[src/rtl/rb_pkg.sv]
package rb_pkg;
   typedef enum logic [2:0] {
      OP_INT  = 3'd0,
      OP_ADD  = 3'd1,
      OP_SUB  = 3'd2,
      OP_MUL  = 3'd3,
      OP_DIV  = 3'd4,
      OP_LOAD = 3'd5
   } rb_op_e;

   typedef enum logic [1:0] {
      CLS_SHORT = 2'd0,
      CLS_ADD   = 2'd1,
      CLS_MUL   = 2'd2,
      CLS_DIV   = 2'd3
   } rb_cls_e;

   function automatic rb_cls_e op_class(input logic [2:0] op);
      case (op)
         OP_ADD, OP_SUB: op_class = CLS_ADD;
         OP_MUL:         op_class = CLS_MUL;
         OP_DIV:         op_class = CLS_DIV;
         default:        op_class = CLS_SHORT;
      endcase
   endfunction
endpackage

[src/rtl/rb_exec.sv]
module rb_exec
   import rb_pkg::*;
#(
   parameter int DATA_W  = 32,
   parameter int CNT_W   = 6,
   parameter int LAT_INT = 1,
   parameter int LAT_ADD = 2,
   parameter int LAT_MUL = 10,
   parameter int LAT_DIV = 40
) (
   input  logic [2:0]        op,
   input  logic [DATA_W-1:0] a,
   input  logic [DATA_W-1:0] b,
   output logic [DATA_W-1:0] result,
   output logic [CNT_W-1:0]  wait_cycles
);
   // Result is formed once at dispatch; slots only hold it.
   always_comb begin
      case (op)
         OP_SUB:  result = a - b;
         OP_MUL:  result = a * b;
         OP_DIV:  result = (b == '0) ? '1 : a / b;
         OP_LOAD: result = a;
         default: result = a + b;
      endcase
   end

   // Remaining cycles after the accepting edge before the slot is ready.
   always_comb begin
      case (op_class(op))
         CLS_ADD: wait_cycles = CNT_W'(LAT_ADD - 1);
         CLS_MUL: wait_cycles = CNT_W'(LAT_MUL - 1);
         CLS_DIV: wait_cycles = CNT_W'(LAT_DIV - 1);
         default: wait_cycles = CNT_W'(LAT_INT - 1);
      endcase
   end
endmodule

[src/rtl/rb_slot.sv]
module rb_slot #(
   parameter int DATA_W = 32,
   parameter int CNT_W  = 6
) (
   input  logic              clk,
   input  logic              rst,
   input  logic              load,
   input  logic [CNT_W-1:0]  load_wait,
   input  logic [DATA_W-1:0] load_value,
   input  logic              grant,
   output logic              busy,
   output logic              ready,
   output logic [DATA_W-1:0] value
);
   logic [CNT_W-1:0] remain;

   always_ff @(posedge clk) begin
      if (rst) begin
         busy   <= 1'b0;
         remain <= '0;
         value  <= '0;
      end else if (load) begin
         busy   <= 1'b1;
         remain <= load_wait;
         value  <= load_value;
      end else if (grant) begin
         busy   <= 1'b0;
      end else if (busy && remain != '0) begin
         remain <= remain - 1'b1;
      end
   end

   assign ready = busy && (remain == '0);

   AST_COUNT_DOWN: assert property (@(posedge clk) disable iff (rst)
      (busy && remain != '0 && !load) |=> (busy && remain == $past(remain) - 1'b1))
      else $error("slot countdown broken");

   AST_STALL_HOLD: assert property (@(posedge clk) disable iff (rst)
      (ready && !grant && !load) |=> (ready && $stable(value)))
      else $error("stalled result lost");

   AST_GRANT_READY: assert property (@(posedge clk) disable iff (rst)
      grant |-> ready)
      else $error("grant to unready slot");
endmodule

[src/rtl/rb_age_arb.sv]
module rb_age_arb #(
   parameter int N = 8
) (
   input  logic         clk,
   input  logic         rst,
   input  logic [N-1:0] alloc,
   input  logic [N-1:0] busy,
   input  logic [N-1:0] ready,
   output logic [N-1:0] grant
);
   // older_than[i][j] set: slot j was accepted before slot i.
   logic [N-1:0] older_than [N];
   logic [N-1:0] cand;

   always_ff @(posedge clk) begin
      if (rst) begin
         for (int i = 0; i < N; i++) older_than[i] <= '0;
      end else begin
         for (int i = 0; i < N; i++) begin
            for (int j = 0; j < N; j++) begin
               if (alloc[i])
                  older_than[i][j] <= busy[j] & ~grant[j];
               else if (alloc[j])
                  older_than[i][j] <= 1'b0;
            end
         end
      end
   end

   for (genvar g = 0; g < N; g++) begin : g_cand
      assign cand[g] = ready[g] && ((older_than[g] & ready) == '0);
   end

   // Age order is total among busy slots; lowest index settles any tie.
   always_comb begin
      grant = '0;
      for (int i = N - 1; i >= 0; i--) begin
         if (cand[i]) grant = N'(1) << i;
      end
   end

   AST_ONE_GRANT: assert property (@(posedge clk) disable iff (rst)
      $onehot0(grant))
      else $error("multiple grants");

   AST_NO_IDLE: assert property (@(posedge clk) disable iff (rst)
      (ready != '0) |-> (grant != '0))
      else $error("bus idle with ready result");
endmodule

[src/rtl/rb_cdb_arbiter.sv]
module rb_cdb_arbiter
   import rb_pkg::*;
#(
   parameter int DATA_W   = 32,
   parameter int NUM_TAGS = 8,
   parameter int LAT_INT  = 1,
   parameter int LAT_ADD  = 2,
   parameter int LAT_MUL  = 10,
   parameter int LAT_DIV  = 40,
   localparam int TAG_W   = $clog2(NUM_TAGS),
   localparam int LAT_MAX = (LAT_DIV > LAT_MUL) ? LAT_DIV : LAT_MUL,
   localparam int CNT_W   = $clog2(LAT_MAX + 1)
) (
   input  logic              clk,
   input  logic              rst,
   input  logic              disp_valid,
   input  logic [TAG_W-1:0]  disp_tag,
   input  logic [2:0]        disp_op,
   input  logic [DATA_W-1:0] disp_a,
   input  logic [DATA_W-1:0] disp_b,
   output logic              cdb_valid,
   output logic [TAG_W-1:0]  cdb_tag,
   output logic [DATA_W-1:0] cdb_value
);
   if (NUM_TAGS < 2) begin : g_bad_tags
      $error("NUM_TAGS must be at least 2");
   end
   if (DATA_W < 8) begin : g_bad_width
      $error("DATA_W must be at least 8");
   end
   if (LAT_INT < 1 || LAT_ADD < 1 || LAT_MUL < 1 || LAT_DIV < 1) begin : g_bad_lat
      $error("every latency must be at least 1");
   end

   logic [DATA_W-1:0] exec_result;
   logic [CNT_W-1:0]  exec_wait;
   logic [NUM_TAGS-1:0] busy, ready, grant, alloc;
   logic [DATA_W-1:0] slot_value [NUM_TAGS];
   logic              accept;
   logic [TAG_W-1:0]  win_tag;
   logic [DATA_W-1:0] win_value;

   rb_exec #(
      .DATA_W (DATA_W), .CNT_W (CNT_W),
      .LAT_INT(LAT_INT), .LAT_ADD(LAT_ADD), .LAT_MUL(LAT_MUL), .LAT_DIV(LAT_DIV)
   ) u_exec (
      .op(disp_op), .a(disp_a), .b(disp_b),
      .result(exec_result), .wait_cycles(exec_wait)
   );

   assign accept = disp_valid && (int'(disp_tag) < NUM_TAGS) && !busy[disp_tag];

   for (genvar g = 0; g < NUM_TAGS; g++) begin : g_slot
      assign alloc[g] = accept && (int'(disp_tag) == g);
      rb_slot #(.DATA_W(DATA_W), .CNT_W(CNT_W)) u_slot (
         .clk(clk), .rst(rst),
         .load(alloc[g]), .load_wait(exec_wait), .load_value(exec_result),
         .grant(grant[g]),
         .busy(busy[g]), .ready(ready[g]), .value(slot_value[g])
      );
   end

   rb_age_arb #(.N(NUM_TAGS)) u_arb (
      .clk(clk), .rst(rst), .alloc(alloc), .busy(busy), .ready(ready), .grant(grant)
   );

   always_comb begin
      win_tag   = '0;
      win_value = '0;
      for (int i = 0; i < NUM_TAGS; i++) begin
         if (grant[i]) begin
            win_tag   = TAG_W'(i);
            win_value = slot_value[i];
         end
      end
   end

   always_ff @(posedge clk) begin
      if (rst) begin
         cdb_valid <= 1'b0;
         cdb_tag   <= '0;
         cdb_value <= '0;
      end else begin
         cdb_valid <= grant != '0;
         cdb_tag   <= win_tag;
         cdb_value <= win_value;
      end
   end

   AST_RESET_IDLE: assert property (@(posedge clk)
      rst |=> (!cdb_valid && busy == '0))
      else $error("reset left state");

   AST_IDLE_ZERO: assert property (@(posedge clk) disable iff (rst)
      !cdb_valid |-> (cdb_tag == '0 && cdb_value == '0))
      else $error("idle bus not zero");

   AST_BUSY_KEEP: assert property (@(posedge clk) disable iff (rst)
      (disp_valid && busy[disp_tag] && !grant[disp_tag]) |=> busy[$past(disp_tag)])
      else $error("dispatch to busy tag disturbed slot");
endmodule

[config.mk]
export PLATFORM = sky130hd
export DESIGN_NAME = rb_cdb_arbiter
export DESIGN_NICKNAME = d
export VERILOG_FILES = /design/src/rtl/rb_pkg.sv /design/src/rtl/rb_exec.sv /design/src/rtl/rb_slot.sv /design/src/rtl/rb_age_arb.sv /design/src/rtl/rb_cdb_arbiter.sv
export SDC_FILE = /design/constraint.sdc
export NUM_CORES = 2
export LEC_CHECK = 0
export CAP_MARGIN = 20
export CORE_ASPECT_RATIO = 1.1
export CORE_MARGIN = 2
export CORE_UTILIZATION = 30
export DETAILED_ROUTE_END_ITERATION = 8
export SYNTH_ARGS = -nofsm -noshare
export SYNTH_HDL_FRONTEND = slang
export SYNTH_SLANG_ARGS = --single-unit
export TNS_END_PERCENT = 5
[constraint.sdc]
create_clock -name clk -period 229.2 [get_ports clk]
set_input_delay 45.84 -clock clk [delete_from_list [all_inputs] [get_ports clk]]
set_output_delay 45.84 -clock clk [all_outputs]
set_load 0.02 [all_outputs]
=== After elaboration in Yosys (flattened, before gate mapping) ===
Memories as Yosys holds them, arrays and structs flattened.
Index checks and enable logic that the tools add are counted.

* Memories kept: 1
* Register bits after elaboration: 348
* Output and inout bits: 36
* Logic and storage cells: 677
* Bits of input ports: 73
* Memory bits (writable): 64

{| class="wikitable"
|+ Memory list
! name !! words !! bits a word !! read ports !! clocked after memory_dff !! write ports !! line !! text
|-
| u_arb.older_than || 8 || 8 || 8 || 0 || 8 || rb_age_arb.sv:12 || <nowiki>logic [N-1:0] older_than [N];</nowiki>
|}

* Multiplexer cells: 383
* Multipliers: 1
* Magnitude comparators: 1
* $add $sub $neg: 10
* Eq/ne operators: 23
* Div/mod/pow operators: 1
* Bitwise logic cells: 144
* Reduce and logical (&&, ||, !) cells: 86

{| class="wikitable"
|+ Operators by type and width
! kind !! count
|-
| 1-bit two-way mux || 332
|-
| 32-bit two-way mux || 9
|-
| 6-bit two-way mux || 24
|-
| 32-bit case mux with 4 select lines || 1
|-
| 1-bit bitwise OR || 120
|-
| 8-bit bitwise AND || 8
|-
| 8-bit zero test || 8
|-
| 8-bit two-way mux || 8
|-
| 6-bit zero test || 8
|-
| 6-bit nonzero test || 8
|-
| 6-bit by 1-bit subtractor with 6-bit output (second input constant) || 8
|-
| 1-bit logical AND || 33
|-
| 32-bit adder || 1
|-
| 32-bit by 32-bit divider with 32-bit output || 1
|-
| 32-bit zero test || 1
|-
| 32-bit by 32-bit multiplier with 32-bit output || 1
|-
| 2-bit nonzero test || 16
|-
| 32-bit subtractor || 1
|-
| 3-bit equality test (second input constant) || 6
|-
| 3-bit two-way mux || 6
|-
| 6-bit case mux with 3 select lines || 1
|-
| 2-bit by 1-bit != test with 1-bit output (second input constant) || 8
|-
| 2-bit AND reduction || 8
|-
| 3-bit by 2-bit equality test with 1-bit output (second input constant) || 4
|-
| other kinds (12) || 28
|}

=== Logic depth before layout (Yosys ltp) ===
* Depth in word-level cells: 21
* Depth in mapped cells: 342
* Depth with buffers taken out: 309

=== By module ===
Synthesis repeated with hierarchy kept, for this count alone.

* Cell total of the unflattened synthesis: 8,543
* Area, all modules: 66,344.9 µm²

{| class="wikitable"
|+ By module, submodules not included
! module !! cells each !! sequential area each (µm²) !! instances !! area each (µm²)
|-
| rb_exec || 6,557 || 0.0 || 1 || 47,225.3
|-
| rb_slot || 161 || 780.7 || 8 || 1,590.3
|-
| rb_age_arb || 311 || 1,921.8 || 1 || 3,464.6
|-
| rb_cdb_arbiter || 387 || 720.7 || 1 || 2,932.8
|}

=== Worst setup path after synthesis ===
No wires, ideal clock.

* Path type: input -> register
* From: in disp_b[0]
* To: reg g_slot[6].u_slot.value[0]
* Buffers on the path: 52
* Cell stages on the path: 302
* Setup time: 133 ps
* Data required time: 229,067 ps
* Arrival: 113,606 ps
* Path slack: 115,460 ps
* Cell sequence: clkinv_1 ha_1 and3_1 a31o_2 and2_1 ha_1 o21a_1 o2111a_1 mux2i_1 ha_1 o21a_1 o311a_1 and3_1 mux2_2 ha_1 nor3_1 a211oi_1 and3_1 (+266 left out) or4_1 clkbuf_1 clkbuf_1 nand2_1 o21ai_0 ha_1 a21o_1 a21o_1 a21o_1 a21o_1 a21o_1 a21o_1 a21o_1 a21oi_1 nor2_1 o21ai_0 a311o_1 o22ai_1

* Word-level cells in the longest chain between the ends: 3
* Elaborated cells between the ends (all ways): 7
* Those cells by class: add/sub (2); mul (1); div (1); mux (2); reduce/logical (1)

{| class="wikitable"
|+ RTL lines
! what !! line !! text
|-
| start, declared || rb_cdb_arbiter.sv:20 || <nowiki>input logic [DATA_W-1:0] disp_b,</nowiki>
|-
| 32-bit by 32-bit divider with 32-bit output or 32-bit zero test (tied branches) || rb_exec.sv:22 || <nowiki>OP_DIV: result = (b == '0) ? '1 : a / b;</nowiki>
|-
| 32-bit two-way mux || rb_exec.sv:22 ||
|-
| 32-bit case mux with 4 select lines (*) || rb_exec.sv:19 || <nowiki>case (op)</nowiki>
|-
| end signal, assigned || rb_slot.sv:25 || <nowiki>value <= load_value;</nowiki>
|-
| end, declared || rb_slot.sv:13 || <nowiki>output logic [DATA_W-1:0] value</nowiki>
|}

Mark *: on every way between the ends. The rest lies on a longest branch, timed or not.
A chain may end at the register's enable or synchronous reset.

=== Worst setup path after layout ===
* From: in disp_b[31]
* To: reg g_slot[6].u_slot.value[0]

* Word-level cells in the longest chain between the ends: 3
* Elaborated cells between the ends (all ways): 4
* Those cells by class: div (1); mux (2); reduce/logical (1)

{| class="wikitable"
|+ RTL lines
! what !! line
|-
| 32-bit by 32-bit divider with 32-bit output or 32-bit zero test (tied branches) || rb_exec.sv:22
|-
| 32-bit two-way mux (*) || rb_exec.sv:22
|-
| 32-bit case mux with 4 select lines (*) || rb_exec.sv:19
|}

Marked as above.

==> out/qor.csv <==
metric,value,unit
status,finished clean,
top-area cell type share of the netlist area,13.5,%
Critical Path Max Stage Delay,1.00,ns
asr flop ratio synth,0,%
CORE AREA,214000,um2
IO buf count,108,
I/O pin total,109,
"commonest non-fill, non-tap cell in the layout",nand2_1,
slowest cell on the critical path,or4_1,
RD Place Congestion,1.05,
"Clk pin slew, worst setup/hold paths",0.06,ns
register area share after synthesis,13.8,%
Max clock buf depth,3,
post-CTS sizing,0,
final antenna-violating net count,0,
largest net degree at the start of global routing,204,
gr ovfl total,0,
Clock Skews,0.0259,ns
Setup Viol. Count Final,0,
Die ar.,219000,um2
ys flop type,dfxtp_1,
sequential share of power,9.0,%
power share of the combinational group,83.5,%
#FFs+latches synth,412,
WL/cell,25.3,um
Cells after Synth,8631,
number of max-cap violations,0,
CP Max Fanout,39,
Routed Wire Length,288000,um
worst hold-check path type,reg2reg,
layout cells sized above 1,6.09,%
Root Buffer,clkbuf_16,
max-slew violation total from the final report,0,
CTS Sinks,412,
final core utilization,33.0,%
initial core utilization,30.2,%
Layout area overhead,9.25,%
Avg Vias per Cell,5.82,
Clock power frac,7.6,%
Leak Pwr,30.5,nW
critical path launch point type,primary input,
Final Net Count,9729,
# rows,178,
Mapped Avg Cell Area,7.48,um2
worst slew pin tran,1.28,ns
DP HPWL,219000,um
initial antenna violation count,14,
postcts setup bufs,0,
vias,66248,
Yosys cell types,103,
fin crit share,57.5,%
WP data required,229.58,ns
DRC,0,
Total GRT Usage,25.4,%
clock latency on the worst-skew pair,0.55,ns
via count of the first global-routing pass,64237,
H-tree levels,2,
"leading cell types in the layout, fill and taps excluded","nand2_1, nor2_1, ha_1",
CTS Hold Bufs,0,
first-pass GRT wire length,422000,um
Pwr Density,12.4,nW/um2
NetSw,0.481,mW
setup tns final,0,ns
CP arrival,132.15,ns
Crit Path Class,in2reg,
cell-internal power,0.395,mW
Die W,446,um
Synth area leader,ha_1,
CP top delay family,compound AO/OA/AOI/OAI gates,
Synth Cell Area,64500,um2
DR pass1 iterations,6,
maximum vdd drop,0.0508,mV
die height,491,um
Bufs and invs on worst path,18,
unrepaired setup endpoints after global routing,false,
Sw Ratio,54.9,%
CTS tree,built,
clock period minus final worst setup slack,131.77,ns
Starting DRT DRC Count,6578,
maximum clock rate,7.59,MHz
top post-synthesis cells by area,"ha_1, fa_1, dfxtp_1",
warnings from Yosys,0,
clock buffer count from CTS,41,
number of synthesized flops with an enable pin,64,
Final Hold Fails,0,
crit end category,flop,
CP most frequent cell,ha_1,
Relative slew margins,14.4,%
## kinds of logic after synthesis
family          after synthesis  share of synthesized area [%]
other cells                   1                        0.00581
simple gates               3147                           22.1
compound gates             2223                           22.8
buf+inv                    1148                           6.73
fa+ha+maj                  1105                           26.2
flops                       412                           13.8
mux                          87                           1.48
xor+xnor                    508                           6.89
## cell usage after synthesis, types with 72 or more instances
master    number
inv_1        705
o21ai_0      353
and2_1        89
nor2b_1       74
a21o_1       173
nor3_1       249
o21a_1       127
ha_1         696
nand2_1     1246
xnor2_1      320
a31oi_1       96
nor2_1       863
dfxtp_1      348
fa_1         409
xor2_1       188
nand2b_1      72
clkbuf_1     369
nand3_1      138
a21oi_1      607
o211ai_1      78
a211oi_1     187
## metrics by stage
step	hold slack, ns	std cells	worst slack, ns	area (um2)	power, mW
global route	0.476	11368	92.70	70500	0.949
CTS	0.455	11366	99.91	70500	0.866
global placement	0.441	11293	99.48	69100	0.789
floorplan	0.436	8636	115.46	64600	0.567
detailed placement	0.447	11297	99.67	69200	0.794
finish	0.454	11375	97.43	70500	0.876
## area by class of cell
class / instances / area (um2)
Fill cell: 22894 / 143000
Multi-Input combinational cell: 7076 / 51500
Sequential cell: 412 / 8890
Tap cell: 2790 / 3490
Inverter: 707 / 2650
Timing Repair Buffer: 313 / 2610
Clock buffer: 55 / 1190
Clock inverter: 14 / 125
Antenna cell: 8 / 20.0
## worst min-delay path: stages, from the launching register on
cell     delay (ns)
dfxtp_1        0.31
nand2_1        0.05
a21oi_1        0.05
## layer usage
layer	up-vias	global-route usage, %	wire length [um]
met2	3211	39.9	126000
met4	12	14.5	19700
met3	778	3.81	22900
met5	-	0	82
li1	29973	-	-
met1	32274	33.0	120000
## registers in the layout, summed over array words and instances, names as in the netlist
register and count:
cdb_tag 3, cdb_valid 1, cdb_value 32, g_slot.u_slot.busy 8, g_slot.u_slot.remain 48, g_slot.u_slot.value 256
u_arb.older_than 64
## final timing paths
check,endpoint,cells after the start,slack [ns],start
worst max-delay path,g_slot[6].u_slot.value[0],278,97.43,disp_b[31]
worst min-delay path,g_slot[3].u_slot.value[12],2,0.45,g_slot[3].u_slot.value[12]
worst max register to register,g_slot[4].u_slot.remain[1],15,223.85,g_slot[4].u_slot.remain[1]
worst min register to register,g_slot[3].u_slot.value[12],2,0.45,g_slot[3].u_slot.value[12]
## power groups by stage
stage	Combinational [mW]	Sequential [mW]	Clock, mW
2_1_floorplan	0.487	0.0797	0
3_3_place_gp	0.709	0.0799	0
3_5_place_dp	0.714	0.0801	0
4_1_cts	0.720	0.0785	0.0676
5_1_grt	0.800	0.0788	0.0705
6_report	0.731	0.0785	0.0665
No activity file was read; power rests on OpenSTA's default activity.
